==> config.mk <==
export PLATFORM = sky130hd
export DESIGN_NAME = dma_chan_engine
export DESIGN_NICKNAME = d
export VERILOG_FILES = /design/src/rtl/dma_chan_pkg.sv /design/src/rtl/dma_desc_unpack.sv /design/src/rtl/dma_trig_select.sv /design/src/rtl/dma_len_calc.sv /design/src/rtl/dma_addr_step.sv /design/src/rtl/dma_chan_engine.sv
export SDC_FILE = /design/constraint.sdc
export NUM_CORES = 1
export LEC_CHECK = 0
export BUFFER_PORTS_ARGS = -buffer_cell sky130_fd_sc_hd__buf_2
export CORE_MARGIN = 5
export CORE_UTILIZATION = 60
export CTS_BUF_LIST = sky130_fd_sc_hd__clkbuf_2 sky130_fd_sc_hd__clkbuf_4 sky130_fd_sc_hd__clkbuf_8
export CTS_CLUSTER_DIAMETER = 120
export DETAILED_ROUTE_END_ITERATION = 7
export GPL_ROUTABILITY_DRIVEN = 0
export PLACE_DENSITY = 0.86
export SETUP_SLACK_MARGIN = 0.02
export SLEW_MARGIN = 25
export SYNTH_ARGS = -nofsm -noshare
export SYNTH_HDL_FRONTEND = slang
export SYNTH_SLANG_ARGS = --single-unit
export TNS_END_PERCENT = 50
==> constraint.sdc <==
create_clock -name clk -period 8.64 [get_ports clk]
set_input_delay 1.728 -clock clk [delete_from_list [all_inputs] [get_ports clk]]
set_output_delay 1.728 -clock clk [all_outputs]
set_load 0.01 [all_outputs]
==> src/rtl/dma_chan_pkg.sv <==
package dma_chan_pkg;
  localparam int ADDR_W = 16;
  localparam int LEN_W  = 13;
  localparam int DATA_W = 16;
  localparam int CNT_W  = LEN_W + 1;

  typedef enum logic [2:0] {
    ST_IDLE, ST_ARM, ST_RD, ST_CAP, ST_WR, ST_FIN
  } dma_state_e;

  typedef struct packed {
    logic [ADDR_W-1:0] src;
    logic [ADDR_W-1:0] dst;
    logic [2:0]        vlen;
    logic [LEN_W-1:0]  len;
    logic              wide;
    logic [1:0]        tmode;
    logic [4:0]        trig;
    logic [1:0]        sinc;
    logic [1:0]        dinc;
  } dma_cfg_t;

  function automatic logic len_is_fixed(input logic [2:0] v);
    return (v == 3'b000) || (v == 3'b111);
  endfunction

  function automatic logic len_is_reserved(input logic [2:0] v);
    return (v == 3'b101) || (v == 3'b110);
  endfunction
endpackage

==> src/rtl/dma_desc_unpack.sv <==
module dma_desc_unpack
  import dma_chan_pkg::*;
(
  input  logic [63:0] raw,
  output dma_cfg_t    cfg
);
  always_comb begin
    cfg.src   = raw[63:48];
    cfg.dst   = raw[47:32];
    cfg.vlen  = raw[31:29];
    cfg.len   = raw[28:16];
    cfg.wide  = raw[15];
    cfg.tmode = raw[14:13];
    cfg.trig  = raw[12:8];
    cfg.sinc  = raw[7:6];
    cfg.dinc  = raw[5:4];
  end
endmodule

==> src/rtl/dma_trig_select.sv <==
module dma_trig_select #(
  parameter int NUM_EXT = 30
) (
  input  logic [4:0]         code,
  input  logic               sw_req,
  input  logic               prev_done,
  input  logic [NUM_EXT-1:0] ext_trig,
  output logic               hit
);
  localparam int NUM_CODES = 32;
  logic [NUM_CODES-1:0] cand;

  for (genvar k = 0; k < NUM_CODES; k++) begin : g_code
    if (k == 0) begin : g_none
      assign cand[k] = 1'b0;
    end else if (k == 1) begin : g_chain
      assign cand[k] = prev_done;
    end else if (k - 2 < NUM_EXT) begin : g_ext
      assign cand[k] = ext_trig[k-2];
    end else begin : g_absent
      assign cand[k] = 1'b0;
    end
  end

  assign hit = sw_req | cand[code];
endmodule

==> src/rtl/dma_len_calc.sv <==
module dma_len_calc #(
  parameter int LEN_W = 13,
  localparam int CNT_W = LEN_W + 1
) (
  input  logic [2:0]       vlen,
  input  logic [LEN_W-1:0] len,
  input  logic             wide,
  input  logic             low7,
  input  logic [LEN_W-1:0] first_item,
  output logic [CNT_W-1:0] cnt
);
  logic [LEN_W-1:0] n;
  logic [CNT_W-1:0] vcnt;

  always_comb begin
    if (wide)      n = first_item;
    else if (low7) n = {{(LEN_W-7){1'b0}}, first_item[6:0]};
    else           n = {{(LEN_W-8){1'b0}}, first_item[7:0]};

    unique case (vlen)
      3'b001:  vcnt = {1'b0, n} + CNT_W'(1);
      3'b011:  vcnt = {1'b0, n} + CNT_W'(2);
      3'b100:  vcnt = {1'b0, n} + CNT_W'(3);
      default: vcnt = {1'b0, n};
    endcase

    if (n >= len) cnt = {1'b0, len};
    else          cnt = vcnt;
    if (cnt == '0) cnt = CNT_W'(1);
  end
endmodule

==> src/rtl/dma_addr_step.sv <==
module dma_addr_step #(
  parameter int ADDR_W = 16
) (
  input  logic [ADDR_W-1:0] addr_in,
  input  logic [1:0]        inc_code,
  input  logic              wide,
  output logic [ADDR_W-1:0] addr_out
);
  logic [ADDR_W-1:0] delta;

  always_comb begin
    unique case (inc_code)
      2'b00:   delta = '0;
      2'b01:   delta = ADDR_W'(1);
      2'b10:   delta = ADDR_W'(2);
      default: delta = '1;
    endcase
    addr_out = addr_in + (wide ? {delta[ADDR_W-2:0], 1'b0} : delta);
  end
endmodule

==> src/rtl/dma_chan_engine.sv <==
module dma_chan_engine
  import dma_chan_pkg::*;
#(
  parameter int          NUM_EXT    = 30,
  parameter logic [15:0] FLASH_BASE = 16'h8000,
  parameter logic [15:0] FLASH_LAST = 16'hBFFF
) (
  input  logic               clk,
  input  logic               rst,
  input  logic               desc_load,
  input  logic [63:0]        desc_bytes,
  input  logic               len_byte_low7,
  input  logic               sw_req,
  input  logic               prev_done,
  input  logic [NUM_EXT-1:0] ext_trig,
  input  logic [DATA_W-1:0]  mem_rdata,
  output logic               mem_en,
  output logic               mem_we,
  output logic               mem_wide,
  output logic [ADDR_W-1:0]  mem_addr,
  output logic [DATA_W-1:0]  mem_wdata,
  output logic               active,
  output logic               done
);
  localparam int NPTR = 2;

  dma_state_e        state;
  dma_cfg_t          cfg_in, cfg_q;
  logic              low7_q;
  logic [ADDR_W-1:0] ptr_q   [NPTR];
  logic [ADDR_W-1:0] ptr_nxt [NPTR];
  logic [1:0]        inc_sel [NPTR];
  logic [CNT_W-1:0]  cnt_q, var_cnt;
  logic              first_q;
  logic              trig_hit;
  logic [DATA_W-1:0] rd_item;
  logic              dst_flash;
  logic              in_zero, cfg_zero;
  logic [CNT_W-1:0]  in_start, cfg_start;
  logic              mem_en_q, mem_we_q, done_q;
  logic [ADDR_W-1:0] mem_addr_q;
  logic [DATA_W-1:0] mem_wdata_q;

  dma_desc_unpack u_unpack (.raw(desc_bytes), .cfg(cfg_in));

  dma_trig_select #(.NUM_EXT(NUM_EXT)) u_trig (
    .code(cfg_q.trig), .sw_req(sw_req), .prev_done(prev_done),
    .ext_trig(ext_trig), .hit(trig_hit)
  );

  assign rd_item = cfg_q.wide ? mem_rdata : {8'h00, mem_rdata[7:0]};

  dma_len_calc #(.LEN_W(LEN_W)) u_len (
    .vlen(cfg_q.vlen), .len(cfg_q.len), .wide(cfg_q.wide),
    .low7(low7_q), .first_item(rd_item[LEN_W-1:0]), .cnt(var_cnt)
  );

  assign inc_sel[0] = cfg_q.sinc;
  assign inc_sel[1] = cfg_q.dinc;

  for (genvar p = 0; p < NPTR; p++) begin : g_ptr
    dma_addr_step #(.ADDR_W(ADDR_W)) u_step (
      .addr_in(ptr_q[p]), .inc_code(inc_sel[p]),
      .wide(cfg_q.wide), .addr_out(ptr_nxt[p])
    );
  end

  // Count to start with: the fixed length, or a placeholder of one that
  // the first captured item replaces in data-derived modes.
  always_comb begin
    in_zero   = len_is_reserved(cfg_in.vlen) ||
                (len_is_fixed(cfg_in.vlen) && (cfg_in.len == '0));
    cfg_zero  = len_is_reserved(cfg_q.vlen) ||
                (len_is_fixed(cfg_q.vlen) && (cfg_q.len == '0));
    in_start  = len_is_fixed(cfg_in.vlen) ? {1'b0, cfg_in.len} : CNT_W'(1);
    cfg_start = len_is_fixed(cfg_q.vlen) ? {1'b0, cfg_q.len} : CNT_W'(1);
    dst_flash = (ptr_q[1] >= FLASH_BASE) && (ptr_q[1] <= FLASH_LAST);
  end

  always_ff @(posedge clk) begin
    if (rst) begin
      state       <= ST_IDLE;
      cfg_q       <= '0;
      low7_q      <= 1'b0;
      ptr_q[0]    <= '0;
      ptr_q[1]    <= '0;
      cnt_q       <= '0;
      first_q     <= 1'b0;
      mem_en_q    <= 1'b0;
      mem_we_q    <= 1'b0;
      mem_addr_q  <= '0;
      mem_wdata_q <= '0;
      done_q      <= 1'b0;
    end else begin
      mem_en_q <= 1'b0;
      mem_we_q <= 1'b0;
      done_q   <= 1'b0;
      unique case (state)
        ST_IDLE: begin
          if (desc_load) begin
            cfg_q    <= cfg_in;
            low7_q   <= len_byte_low7;
            ptr_q[0] <= cfg_in.src;
            ptr_q[1] <= cfg_in.dst;
            cnt_q    <= in_start;
            first_q  <= 1'b1;
            if (in_zero) begin
              state  <= ST_FIN;
              done_q <= 1'b1;
            end else begin
              state  <= ST_ARM;
            end
          end
        end
        ST_ARM: begin
          if (trig_hit) begin
            state      <= ST_RD;
            mem_en_q   <= 1'b1;
            mem_addr_q <= ptr_q[0];
          end
        end
        ST_RD: state <= ST_CAP;
        ST_CAP: begin
          state       <= ST_WR;
          mem_en_q    <= !dst_flash;
          mem_we_q    <= !dst_flash;
          mem_addr_q  <= ptr_q[1];
          mem_wdata_q <= rd_item;
          first_q     <= 1'b0;
          if (first_q && !len_is_fixed(cfg_q.vlen)) cnt_q <= var_cnt;
        end
        ST_WR: begin
          ptr_q[0] <= ptr_nxt[0];
          ptr_q[1] <= ptr_nxt[1];
          cnt_q    <= cnt_q - CNT_W'(1);
          if (cnt_q == CNT_W'(1)) begin
            state  <= ST_FIN;
            done_q <= 1'b1;
          end else if (cfg_q.tmode[0]) begin
            state      <= ST_RD;
            mem_en_q   <= 1'b1;
            mem_addr_q <= ptr_nxt[0];
          end else begin
            state <= ST_ARM;
          end
        end
        ST_FIN: begin
          if (cfg_q.tmode[1] && !cfg_zero) begin
            ptr_q[0] <= cfg_q.src;
            ptr_q[1] <= cfg_q.dst;
            cnt_q    <= cfg_start;
            first_q  <= 1'b1;
            state    <= ST_ARM;
          end else begin
            state <= ST_IDLE;
          end
        end
        default: state <= ST_IDLE;
      endcase
    end
  end

  assign mem_en    = mem_en_q;
  assign mem_we    = mem_we_q;
  assign mem_wide  = cfg_q.wide;
  assign mem_addr  = mem_addr_q;
  assign mem_wdata = mem_wdata_q;
  assign done      = done_q;
  assign active    = (state != ST_IDLE);
endmodule

==> results of run 1 <==
## metrics by stage
stage,cells,util,setup slack [ns],instance area (um2)
5_1_grt,1453,0.686,4.37,10400
2_1_floorplan,1139,-,4.61,9250
6_report,1453,0.686,4.53,10400
4_1_cts,1453,0.685,4.62,10400
3_3_place_gp,1421,0.663,4.22,10000
3_5_place_dp,1421,0.663,4.16,10000
## cells by family (layout without fill, tap and decap cells)
group	count (synthesis)	after routing	share of synthesized area
AO/OA/AOI/OAI	319	319	0.237
buffers and inverters	101	227	0.0452
AND/OR/NAND/NOR	456	456	0.220
XOR/XNOR	43	43	0.0407
flip-flops	146	146	0.350
multiplexers	24	24	0.0373
adder cells (fa/ha/maj)	50	50	0.0700
## worst min-delay path by stage
stage,end,slack (ns),cells past startpoint
floorplan,cfg_q[10]$_SDFFE_PP0P_,0.43,2
global route,cfg_q[38]$_SDFFE_PP0P_,0.47,2
global placement,mem_wdata[13]$_SDFFE_PP0N_,0.44,2
finish,mem_wdata[13]$_SDFFE_PP0N_,0.45,2
detailed placement,mem_wdata[13]$_SDFFE_PP0N_,0.44,2
CTS,mem_wdata[13]$_SDFFE_PP0N_,0.45,2
## worst min-delay path: stages (launching register included)
cell and delay [ns]:
dfxtp_1 0.31, nand2_1 0.05, a21oi_1 0.05
## flip-flops by register name (all words and copies together) (netlist names)
register and flops:
mem_wdata 16, first_q 1, mem_we 1, done 1, cfg_q 59, ptr_q 32, mem_addr 16, low7_q 1
cnt_q 14, mem_en 1, mem_wide 1, state 3
## area by class of cell
type	instances	area share
clock buffer	22	0.0262
tap	188	0.0227
timing repair buffer	157	0.0781
inverter	38	0.0137
clock inverter	10	0.00615
sequential	146	0.312
multi-input combinational	892	0.541
## layer usage
metal / GRT usage / wire length (um) / up-vias
met2: 0.504 / 13300 / 473
li1: - / - / 4359
met3: 0.0585 / 2260 / 80
met4: 0.141 / 1120 / 0
met1: 0.360 / 10500 / 4307
met5: 0 / 0 / -
## synthesized netlist by cell type (7+ instances only)
| master | count |
|---|---|
| a21oi_1 | 111 |
| nor3_1 | 28 |
| a211oi_1 | 11 |
| nor2_1 | 97 |
| nand2_1 | 222 |
| o21a_1 | 8 |
| ha_1 | 47 |
| dfxtp_1 | 114 |
| or3_1 | 7 |
| nor2b_1 | 8 |
| inv_1 | 38 |
| xnor2_1 | 20 |
| nand3_1 | 21 |
| a311oi_2 | 13 |
| a222oi_1 | 8 |
| a21o_1 | 14 |
| and2_1 | 15 |
| nor4_1 | 12 |
| mux2i_1 | 12 |
| buf_1 | 11 |
| a22oi_1 | 26 |
| nand4_1 | 13 |
| a31oi_1 | 24 |
| xor2_1 | 23 |
| a221oi_1 | 11 |
| o21ai_0 | 41 |
| mux4_2 | 8 |
| clkbuf_1 | 41 |
| edfxtp_1 | 32 |
## where the power goes
group / internal [W] / leakage [nW] / total (W) / switching [W]
Clock: 0.000212 / 0.173 / 0.000481 / 0.000269
Combinational: 0.000223 / 2.76 / 0.000573 / 0.000350
Sequential: 0.000780 / 1.28 / 0.000863 / 0.0000831
==> run_results.csv, run 1 <==
group,metric,value,unit
grt,grt_max_degree,75,
route,drc,0,
synth,synth.avg_cell_area,8.12,um2
synth,synth_edf_count,32,
route,vias,9219,
worst_setup_path,crit_buf_inv,2,
synth,ys_warn_count,0,
sta,setup_tns,0,ns
clock_tree,post_cts_resized,0,
final_layout,diodes,0,
sta,finalSetupViolations,0,
die,die_w,134,um
worst_setup_path,crit_arrival,4.48,ns
synth,yosysTopAreaCell,"dfxtp_1",
worst_setup_path,crit_type,"in2reg",
sta,finalMaxSlewViolations,0,
clock_tree,cts_buffer_depth,2,
run,drv_cap,0,
outcome,outcome,"completed",
final_layout,nNetsFinal,1418,
worst_setup_path,reg2reg_setup_slack,4.95,ns
worst_setup_path,cp_max_fo,9,
sta,rsz0062_at_grt,"no",
die,initial_utilization,0.611,
worst_setup_path,worst_path_largest_cell_delay,0.75,ns
final_layout,fillers,1254,
worst_setup_path,critPathCaptureType,"flip-flop",
route,via_per_inst,6.34,
synth,synth_cells,1139,
clock_tree,clock-root-buffer,"clkbuf_8",
grt,grt_pass1_vias,8890,
grt,grt_pass1_wl,43200,um
final_layout,mostFrequentLayoutCells,"nand2_1 (221), buf_2 (147), dfxtp_1 (114)",
final_layout,multiInputGateArea,5620,um2
die,fp-row-count,45,
clock_tree,path_clk_slew,0.07,ns
synth,synth.distinct_cells,77,
route,dr.pass1.iters,6,
sta,period_needed,4.11,ns
route,drtIter0Drc,1090,
power_and_ir_drop,p_per_area,185,nW/um2
grt,antenna_found_initial,0,
worst_setup_path,cp.depth,10,
clock_tree,clock_latency,0.47,ns
clock_tree,h-tree-depth,4,
clock_tree,cts.sinks,146,
power_and_ir_drop,finalPower,0.00192,W
sta,finalClockSkew,0.0143,ns
worst_setup_path,r2r_end,"ptr_q[0][31]$_DFFE_PP_",
die,die_y,134,um
grt,grt_overflow,0,
final_layout,final_common_cell,"nand2_1",
power_and_ir_drop,max-vdd-ir-drop,178,uV
worst_setup_path,rr_startpoint,"mem_wide$_SDFFE_PP0P_",
clock_tree,cts_hold_buf,0,
sta,fmaxAchievable,243,MHz
synth,synth_seq_area_share,0.350,
synth,synthFlopType,"dfxtp_1",
route,routedWlPerCell,18.7,um
sta,period_share,0.476,
final_layout,seq_area,3240,um2
route,ant_nets,0,
worst_setup_path,cpMaxStageDelayCell,"nor4_2",
final_layout,syn_to_final_growth,12.2,%
worst_setup_path,startpoint_type,"input pin",
route,wl,27200,um
synth,yosys-top-cells-area,"dfxtp_1 (25%), edfxtp_1 (10%), nand2_1 (9.0%)",
worst_hold_path,hold_path.class,"reg2reg",
place,hpwl,19300,um
clock_tree,post_cts_buffers,0,
place,io_buffers,148,
synth,synth_top_cell_area_share,0.247,
synth,ys_ff_latch,146,
synth,syn_area,9250,um2
clock_tree,cts_tree,"yes",
worst_hold_path,hp-start,"mem_wdata[13]$_SDFFE_PP0N_",
sta,fin_hold_ws,0.449,ns
synth,async_flop_share,0,
worst_setup_path,startpoint,"mem_rdata[0]",
worst_setup_path,cp_top_family,"compound AO/OA/AOI/OAI gates",
worst_setup_path,critPathRequiredTime,9.01,ns
grt,grt_use_total,0.296,
worst_setup_path,worst_r2r_path_depth,10,
sta,hold_violations,0,
sta,maxSlewHeadroom,0.374,
final_layout,drive_above_1_share,0.189,
clock_tree,cts_buffers,17,
worst_setup_path,endpoint,"cnt_q[5]$_SDFFE_PP0P_",
die,die-area,18000,um2
die,ios,153,
worst_setup_path,path_cells,"buf_2 -> inv_1 -> ha_1 -> nand2b_1 -> a2111oi_1 -> nor4b_1 -> nor4_2 -> a22oi_1 -> a21o_1 -> a311oi_1",
power_and_ir_drop,leakage,4.21,nW
die,core-area,15100,um2
synth,synth_nets,1305,
sta,worst_pin_slew,0.937,ns
Note: power is estimated with default switching activity, not from simulation.
==> inputs of run 2 (changes only) <==
--- a/config.mk
+++ b/config.mk
@@ -5,14 +5,15 @@
 export SDC_FILE = /design/constraint.sdc
 export NUM_CORES = 1
 export LEC_CHECK = 0
+export ABC_AREA = 1
 export BUFFER_PORTS_ARGS = -buffer_cell sky130_fd_sc_hd__buf_2
 export CORE_MARGIN = 5
-export CORE_UTILIZATION = 60
+export CORE_UTILIZATION = 59
 export CTS_BUF_LIST = sky130_fd_sc_hd__clkbuf_2 sky130_fd_sc_hd__clkbuf_4 sky130_fd_sc_hd__clkbuf_8
 export CTS_CLUSTER_DIAMETER = 120
 export DETAILED_ROUTE_END_ITERATION = 7
 export GPL_ROUTABILITY_DRIVEN = 0
-export PLACE_DENSITY = 0.86
+export PLACE_DENSITY = 0.85
 export SETUP_SLACK_MARGIN = 0.02
 export SLEW_MARGIN = 25
 export SYNTH_ARGS = -nofsm -noshare
==> constraint.sdc (replaced) <==
create_clock -name clk -period 4.2 [get_ports clk]
set_input_delay 0.84 -clock clk [delete_from_list [all_inputs] [get_ports clk]]
set_output_delay 0.84 -clock clk [all_outputs]
set_load 0.01 [all_outputs]
==> run_results.csv, run 2 <==
group,metric,value,unit
outcome,outcome,"completed",
final_layout,largest_reg_flops,59,
route,dr.pass1.iters,5,
clock_tree,cts_hold_buf,0,
power_and_ir_drop,seq_power_share,0.372,
route,vias,10132,
final_layout,seq_area,3240,um2
route,routedWlPerCell,16.3,um
synth,yosys-top-cells-area,"dfxtp_1 (24%), nand2_1 (12%), edfxtp_1 (10%)",
synth,synth_nets,1546,
sta,fmaxAchievable,282,MHz
sta,maxSlewHeadroom,0.431,
sta,worst_pin_slew,0.852,ns
worst_setup_path,cp_max_fo,18,
route,drc,0,
grt,grt_use_total,0.302,
power_and_ir_drop,switching_share,0.427,
clock_tree,post_cts_resized,0,
final_layout,drive_above_1_share,0.165,
final_layout,regMostFlops,"cfg_q",
worst_setup_path,critPathCaptureType,"flip-flop",
sta,setup_tns,0,ns
final_layout,final_common_cell,"nand2_1",
place,dpl.cell_count,1703,
final_layout,nNetsFinal,1672,
synth,synth_top_cell_area_share,0.240,
grt,antenna_found_initial,0,
sta,period_share,0.844,
die,initial_utilization,0.599,
place,dp_slack,0.755,ns
route,wl,28200,um
synth,syn_area,9520,um2
place,hpwl,20700,um
worst_setup_path,crit_arrival,3.96,ns
worst_setup_path,startpoint_type,"flip-flop",
place,io_buffers,148,
synth,synth_cells,1380,
clock_tree,h-tree-depth,4,
synth,synth-simple-area-share,0.299,
synth,async_flop_share,0,
die,die_y,137,um
synth,synthAdderAreaFrac,0.0681,
clock_tree,cts_buffer_depth,2,
power_and_ir_drop,max-vdd-ir-drop,327,uV
synth,synth_edf_count,32,
synth,yosysTopAreaCell,"dfxtp_1",
synth,synth_top_family_by_area,"simple AND/OR/NAND/NOR gates",
synth,synthFlopType,"dfxtp_1",
worst_setup_path,critPathRequiredTime,4.61,ns
sta,hold_violations,0,
sta,period_needed,3.55,ns
route,via_per_inst,5.84,
sta,finalSetupViolations,0,
final_layout,final-instance-count-excl-fill,1735,
power_and_ir_drop,intPower,0.00302,W
grt,grt_max_degree,48,
grt,grt_pass1_vias,9371,
sta,fin_hold_ws,0.464,ns
synth,ys_ff_latch,146,
die,core-area,15900,um2
sta,finalClockSkew,0.0153,ns
synth,synth_xor_area_frac,0.0166,
final_layout,diodes,0,
power_and_ir_drop,switching_power,0.00225,W
sta,finalMaxSlewViolations,0,
route,ant_nets,0,
synth,synth_mux_area_frac,0,
clock_tree,cts.sinks,146,
power_and_ir_drop,p_per_area,488,nW/um2
worst_hold_path,hold_path.class,"reg2reg",
power_and_ir_drop,p_clk_frac,0.225,
synth,synth.most_common_cell,"nand2_1",
synth,ys_warn_count,0,
clock_tree,cts_tree,"yes",
clock_tree,cts_buffers,17,
grt,grt_overflow,0,
run,drv_cap,0,
route,drtIter0Drc,1081,
worst_setup_path,crit_type,"reg2reg",
sta,rsz0062_at_grt,"no",
die,die_w,137,um
synth,synth.distinct_cells,50,
clock_tree,clock-root-buffer,"clkbuf_8",
final_layout,syn_to_final_growth,13.5,%
die,fp-row-count,46,
clock_tree,path_clk_slew,0.09,ns
die,die-area,18800,um2
final_layout,fillers,1357,
synth,synth.avg_cell_area,6.90,um2
synth,synth_seq_area_share,0.341,
power_and_ir_drop,combPwrFrac,0.403,
clock_tree,post_cts_buffers,0,
final_layout,mostFrequentLayoutCells,"nand2_1 (313), inv_1 (155), buf_2 (148)",
synth,synth_compound_gate_area_share,0.185,
clock_tree,clock_latency,0.48,ns
power_and_ir_drop,leakage,5.08,nW
die,ios,153,
sta,fin_ws,0.654,ns
grt,grt_pass1_wl,45300,um
final_layout,top_regs,"cfg_q x59, ptr_q x32",
synth,synth_common_cells,"nand2_1 (313), inv_1 (156), nor2_1 (126)",
final_layout,multiInputGateArea,5420,um2
power_and_ir_drop,finalPower,0.00528,W
run 2: changes by cell type after synthesis, moves of 15 or more:
cell      delta
inv_1      +118
nand3_1    +101
nand2_1     +91
o21ai_0     +73
a21oi_1     -37
nor2_1      +29
o221ai_1    +29
a22oi_1     -25
nand2_2     +18
o21ai_1     +17
and2_1      -15
nor3_1      -15
o22ai_1     +15
run 2: per-stage QoR:
stage	instance area, um2	utilization
after floorplan	9520	-
after global placement	10400	0.655
after detailed placement	10400	0.655
after CTS	10800	0.681
after global routing	10800	0.681
final	10800	0.681
run 2: path summary, 6_finish.rpt:
check / startpoint / to / slack, ns / depth (start not counted)
worst min register to register: first_q$_SDFFE_PP0P_ / first_q$_SDFFE_PP0P_ / 0.46 / 2
worst max register to register: mem_wide$_SDFFE_PP0P_ / cnt_q[0]$_SDFFE_PP0P_ / 0.65 / 20
worst max-delay path: mem_wide$_SDFFE_PP0P_ / cnt_q[0]$_SDFFE_PP0P_ / 0.65 / 20
worst min-delay path: first_q$_SDFFE_PP0P_ / first_q$_SDFFE_PP0P_ / 0.46 / 2
run 2: power groups by stage:
| stage | clock, W | combinational (W) | sequential [W] |
|---|---|---|---|
| detailed placement | 0 | 0.00207 | 0.00199 |
| global placement | 0 | 0.00202 | 0.00198 |
| finish | 0.00119 | 0.00212 | 0.00196 |
| floorplan | 0 | 0.00152 | 0.00196 |
| CTS | 0.00120 | 0.00209 | 0.00196 |
| global route | 0.00125 | 0.00236 | 0.00199 |
run 2: cell type report:
| class | instances | share of cell area |
|---|---|---|
| Clock inverter | 14 | 0.0159 |
| Inverter | 165 | 0.0573 |
| Multi-Input combinational cell | 1015 | 0.501 |
| Tap cell | 216 | 0.0250 |
| Clock buffer | 18 | 0.0223 |
| Sequential cell | 146 | 0.300 |
| Timing Repair Buffer | 161 | 0.0787 |
run 2: cells by family (layout without fill, tap and decap cells):
group | count (synthesis) | after routing
simple gates | 647 | 647
compound gates | 300 | 300
buf+inv | 219 | 358
flops | 146 | 146
fa+ha+maj | 50 | 50
xor+xnor | 18 | 18
run 2: routing by layer:
| metal | vias to the layer above | wire [um] | track usage |
|---|---|---|---|
| met2 | 593 | 12600 | 0.481 |
| met1 | 4552 | 11600 | 0.404 |
| met4 | 0 | 899 | 0.119 |
| met3 | 78 | 3080 | 0.0592 |
| li1 | 4909 | - | - |
| met5 | - | 0 | 0 |
run 2: worst max-delay path, cell delays in order (launching register included):
cell and delay, ns:
dfxtp_1 0.89, nand2_1 0.31, inv_1 0.21, ha_1 0.29
nand2_2 0.12, inv_2 0.04, nand2_2 0.08, nand2_2 0.07
a21oi_4 0.23, nand2_2 0.10, nor2_4 0.22, nand3_1 0.13
nand2_1 0.12, nand2_1 0.06, nor2_1 0.13, nand3_1 0.09
nand2_1 0.09, nand2_1 0.05, nand2_1 0.06, nand2_1 0.06
a21oi_2 0.12
==> inputs of run 3 (changes only) <==
==> constraint.sdc (replaced) <==
create_clock -name clk -period 3.6 [get_ports clk]
set_input_delay 0.72 -clock clk [delete_from_list [all_inputs] [get_ports clk]]
set_output_delay 0.72 -clock clk [all_outputs]
set_load 0.01 [all_outputs]
==> run_results.csv, run 3 (synthesis results as in run 2) <==
group,metric,value,unit
final_layout,syn_to_final_growth,14.1,%
final_layout,diodes,0,
die,fp-row-count,46,
final_layout,mostFrequentLayoutCells,"nand2_1 (313), inv_1 (155), buf_2 (148)",
route,via_per_inst,5.83,
sta,period_needed,3.13,ns
sta,hold_violations,0,
final_layout,regMostFlops,"cfg_q",
sta,worst_pin_slew,0.786,ns
sta,maxSlewHeadroom,0.474,
power_and_ir_drop,combPwrFrac,0.396,
die,die_y,137,um
sta,fmaxAchievable,319,MHz
route,dr.pass1.iters,6,
die,die-area,18800,um2
die,die_w,137,um
worst_setup_path,worst_r2r_path_depth,22,
place,io_buffers,148,
die,initial_utilization,0.599,
grt,grt_pass1_wl,44900,um
final_layout,top_regs,"cfg_q x59, ptr_q x32",
clock_tree,clock_latency,0.48,ns
die,ios,153,
sta,period_share,0.870,
worst_setup_path,critPathRequiredTime,4.01,ns
route,drc,0,
die,core-area,15900,um2
worst_setup_path,startpoint,"mem_wide$_SDFFE_PP0P_",
power_and_ir_drop,finalPower,0.00625,W
sta,finalMaxSlewViolations,0,
grt,grt_overflow,0,
clock_tree,post_cts_buffers,0,
route,routedWlPerCell,16.2,um
place,hpwl,20400,um
clock_tree,path_clk_slew,0.09,ns
power_and_ir_drop,p_per_area,576,nW/um2
clock_tree,cts_buffers,17,
final_layout,nNetsFinal,1674,
clock_tree,cts_tree,"yes",
power_and_ir_drop,seq_power_share,0.367,
route,wl,28100,um
power_and_ir_drop,switching_share,0.415,
worst_hold_path,hp-start,"len_byte_low7",
worst_setup_path,rr_startpoint,"mem_wide$_SDFFE_PP0P_",
clock_tree,cts_buffer_depth,2,
power_and_ir_drop,p_clk_frac,0.238,
sta,finalSetupViolations,0,
grt,grt_max_degree,64,
worst_setup_path,crit_type,"reg2reg",
clock_tree,h-tree-depth,4,
route,drtIter0Drc,1030,
run,drv_cap,0,
grt,antenna_found_initial,0,
sta,rsz0062_at_grt,"no",
worst_setup_path,cp_max_fo,17,
worst_setup_path,crit_arrival,3.54,ns
worst_setup_path,critPathCaptureType,"flip-flop",
clock_tree,cts_hold_buf,0,
final_layout,drive_above_1_share,0.166,
final_layout,final_common_cell,"nand2_1",
clock_tree,clock-root-buffer,"clkbuf_8",
power_and_ir_drop,intPower,0.00366,W
grt,grt_pass1_vias,9267,
grt,grt_use_total,0.300,
sta,finalClockSkew,0.0111,ns
worst_hold_path,whs_path_depth,3,
worst_hold_path,hold_path.class,"in2reg",
power_and_ir_drop,max-vdd-ir-drop,299,uV
power_and_ir_drop,leakage,5.10,nW
clock_tree,cts.sinks,146,
worst_setup_path,startpoint_type,"flip-flop",
power_and_ir_drop,switching_power,0.00260,W
route,ant_nets,0,
sta,setup_tns,0,ns
outcome,outcome,"completed",
final_layout,largest_reg_flops,59,
route,vias,10127,
[run 3: changes by cell type in the layout (fill, tap and decap cells not counted), sizes merged]
| cell | change |
|---|---|
| inv | -3 |
| buf | +2 |
| bufinv | +2 |
| clkinvlp | +1 |
[run 3: worst paths after layout]
| check | endpoint | slack, ns |
|---|---|---|
| setup / recovery | cnt_q[0]$_SDFFE_PP0P_ | 0.47 |
| hold / removal | low7_q$_SDFFE_PP0P_ | 0.44 |
| setup reg to reg | cnt_q[0]$_SDFFE_PP0P_ | 0.47 |
| hold reg to reg | mem_wdata[13]$_SDFFE_PP0N_ | 0.47 |
[run 3: power groups by stage]
stage	Sequential, W	Combinational, W	Clock, W
global placement	0.00231	0.00236	0
finish	0.00229	0.00247	0.00149
floorplan	0.00228	0.00178	0
CTS	0.00228	0.00244	0.00149
detailed placement	0.00232	0.00242	0
global route	0.00233	0.00275	0.00155
[run 3: what timing repair did]
| item | CTS | global route |
|---|---|---|
| endpoints found under the setup margin | 0 | 4 |
| endpoints found under the hold margin | 0 | 0 |
| resized for setup | 0 | 1 |
[run 3: final cells by class]
| type | count | area [um2] |
|---|---|---|
| well taps | 216 | 270 |
| flip-flops and latches | 146 | 3240 |
| inverters | 165 | 619 |
| multi-input cells | 1015 | 5420 |
| fillers | 1366 | 5020 |
| clock inverters | 14 | 200 |
| clock buffers | 18 | 248 |
| repair buffers | 163 | 866 |
[run 3: per-layer routing]
metal | GRT usage | routed length (um) | part of all wire
met1 | 0.398 | 11800 | 0.42
met2 | 0.479 | 12600 | 0.45
met3 | 0.0658 | 2980 | 0.11
met4 | 0.112 | 656 | 0.023
met5 | 0 | 0 | 0
[run 3: per-stage QoR]
stage | cells | utilization | setup WS, ns | cell area [um2] | hold WS, ns
2_1_floorplan | 1380 | - | 0.475 | 9520 | 0.438
3_3_place_gp | 1705 | 0.656 | 0.377 | 10400 | 0.450
3_5_place_dp | 1705 | 0.656 | 0.315 | 10400 | 0.455
4_1_cts | 1737 | 0.684 | 0.273 | 10900 | 0.434
5_1_grt | 1737 | 0.684 | 0.232 | 10900 | 0.449
6_report | 1737 | 0.684 | 0.469 | 10900 | 0.437
[run 3: worst max-delay path, cell delays in order, from the launching register on]
cell	delay (ns)
dfxtp_2	0.58
inv_2	0.13
nand2_1	0.13
nand2_2	0.10
inv_1	0.12
ha_1	0.25
nand2_1	0.06
inv_1	0.05
nand2_1	0.06
nand2_1	0.08
a21oi_4	0.25
nand2_2	0.10
nor2_4	0.24
nand3_1	0.14
nand2_1	0.11
nand2_1	0.06
nor2_1	0.11
nand3_1	0.09
nand2_1	0.10
nand2_1	0.06
nand2_1	0.07
nand2_1	0.06
a21oi_2	0.10
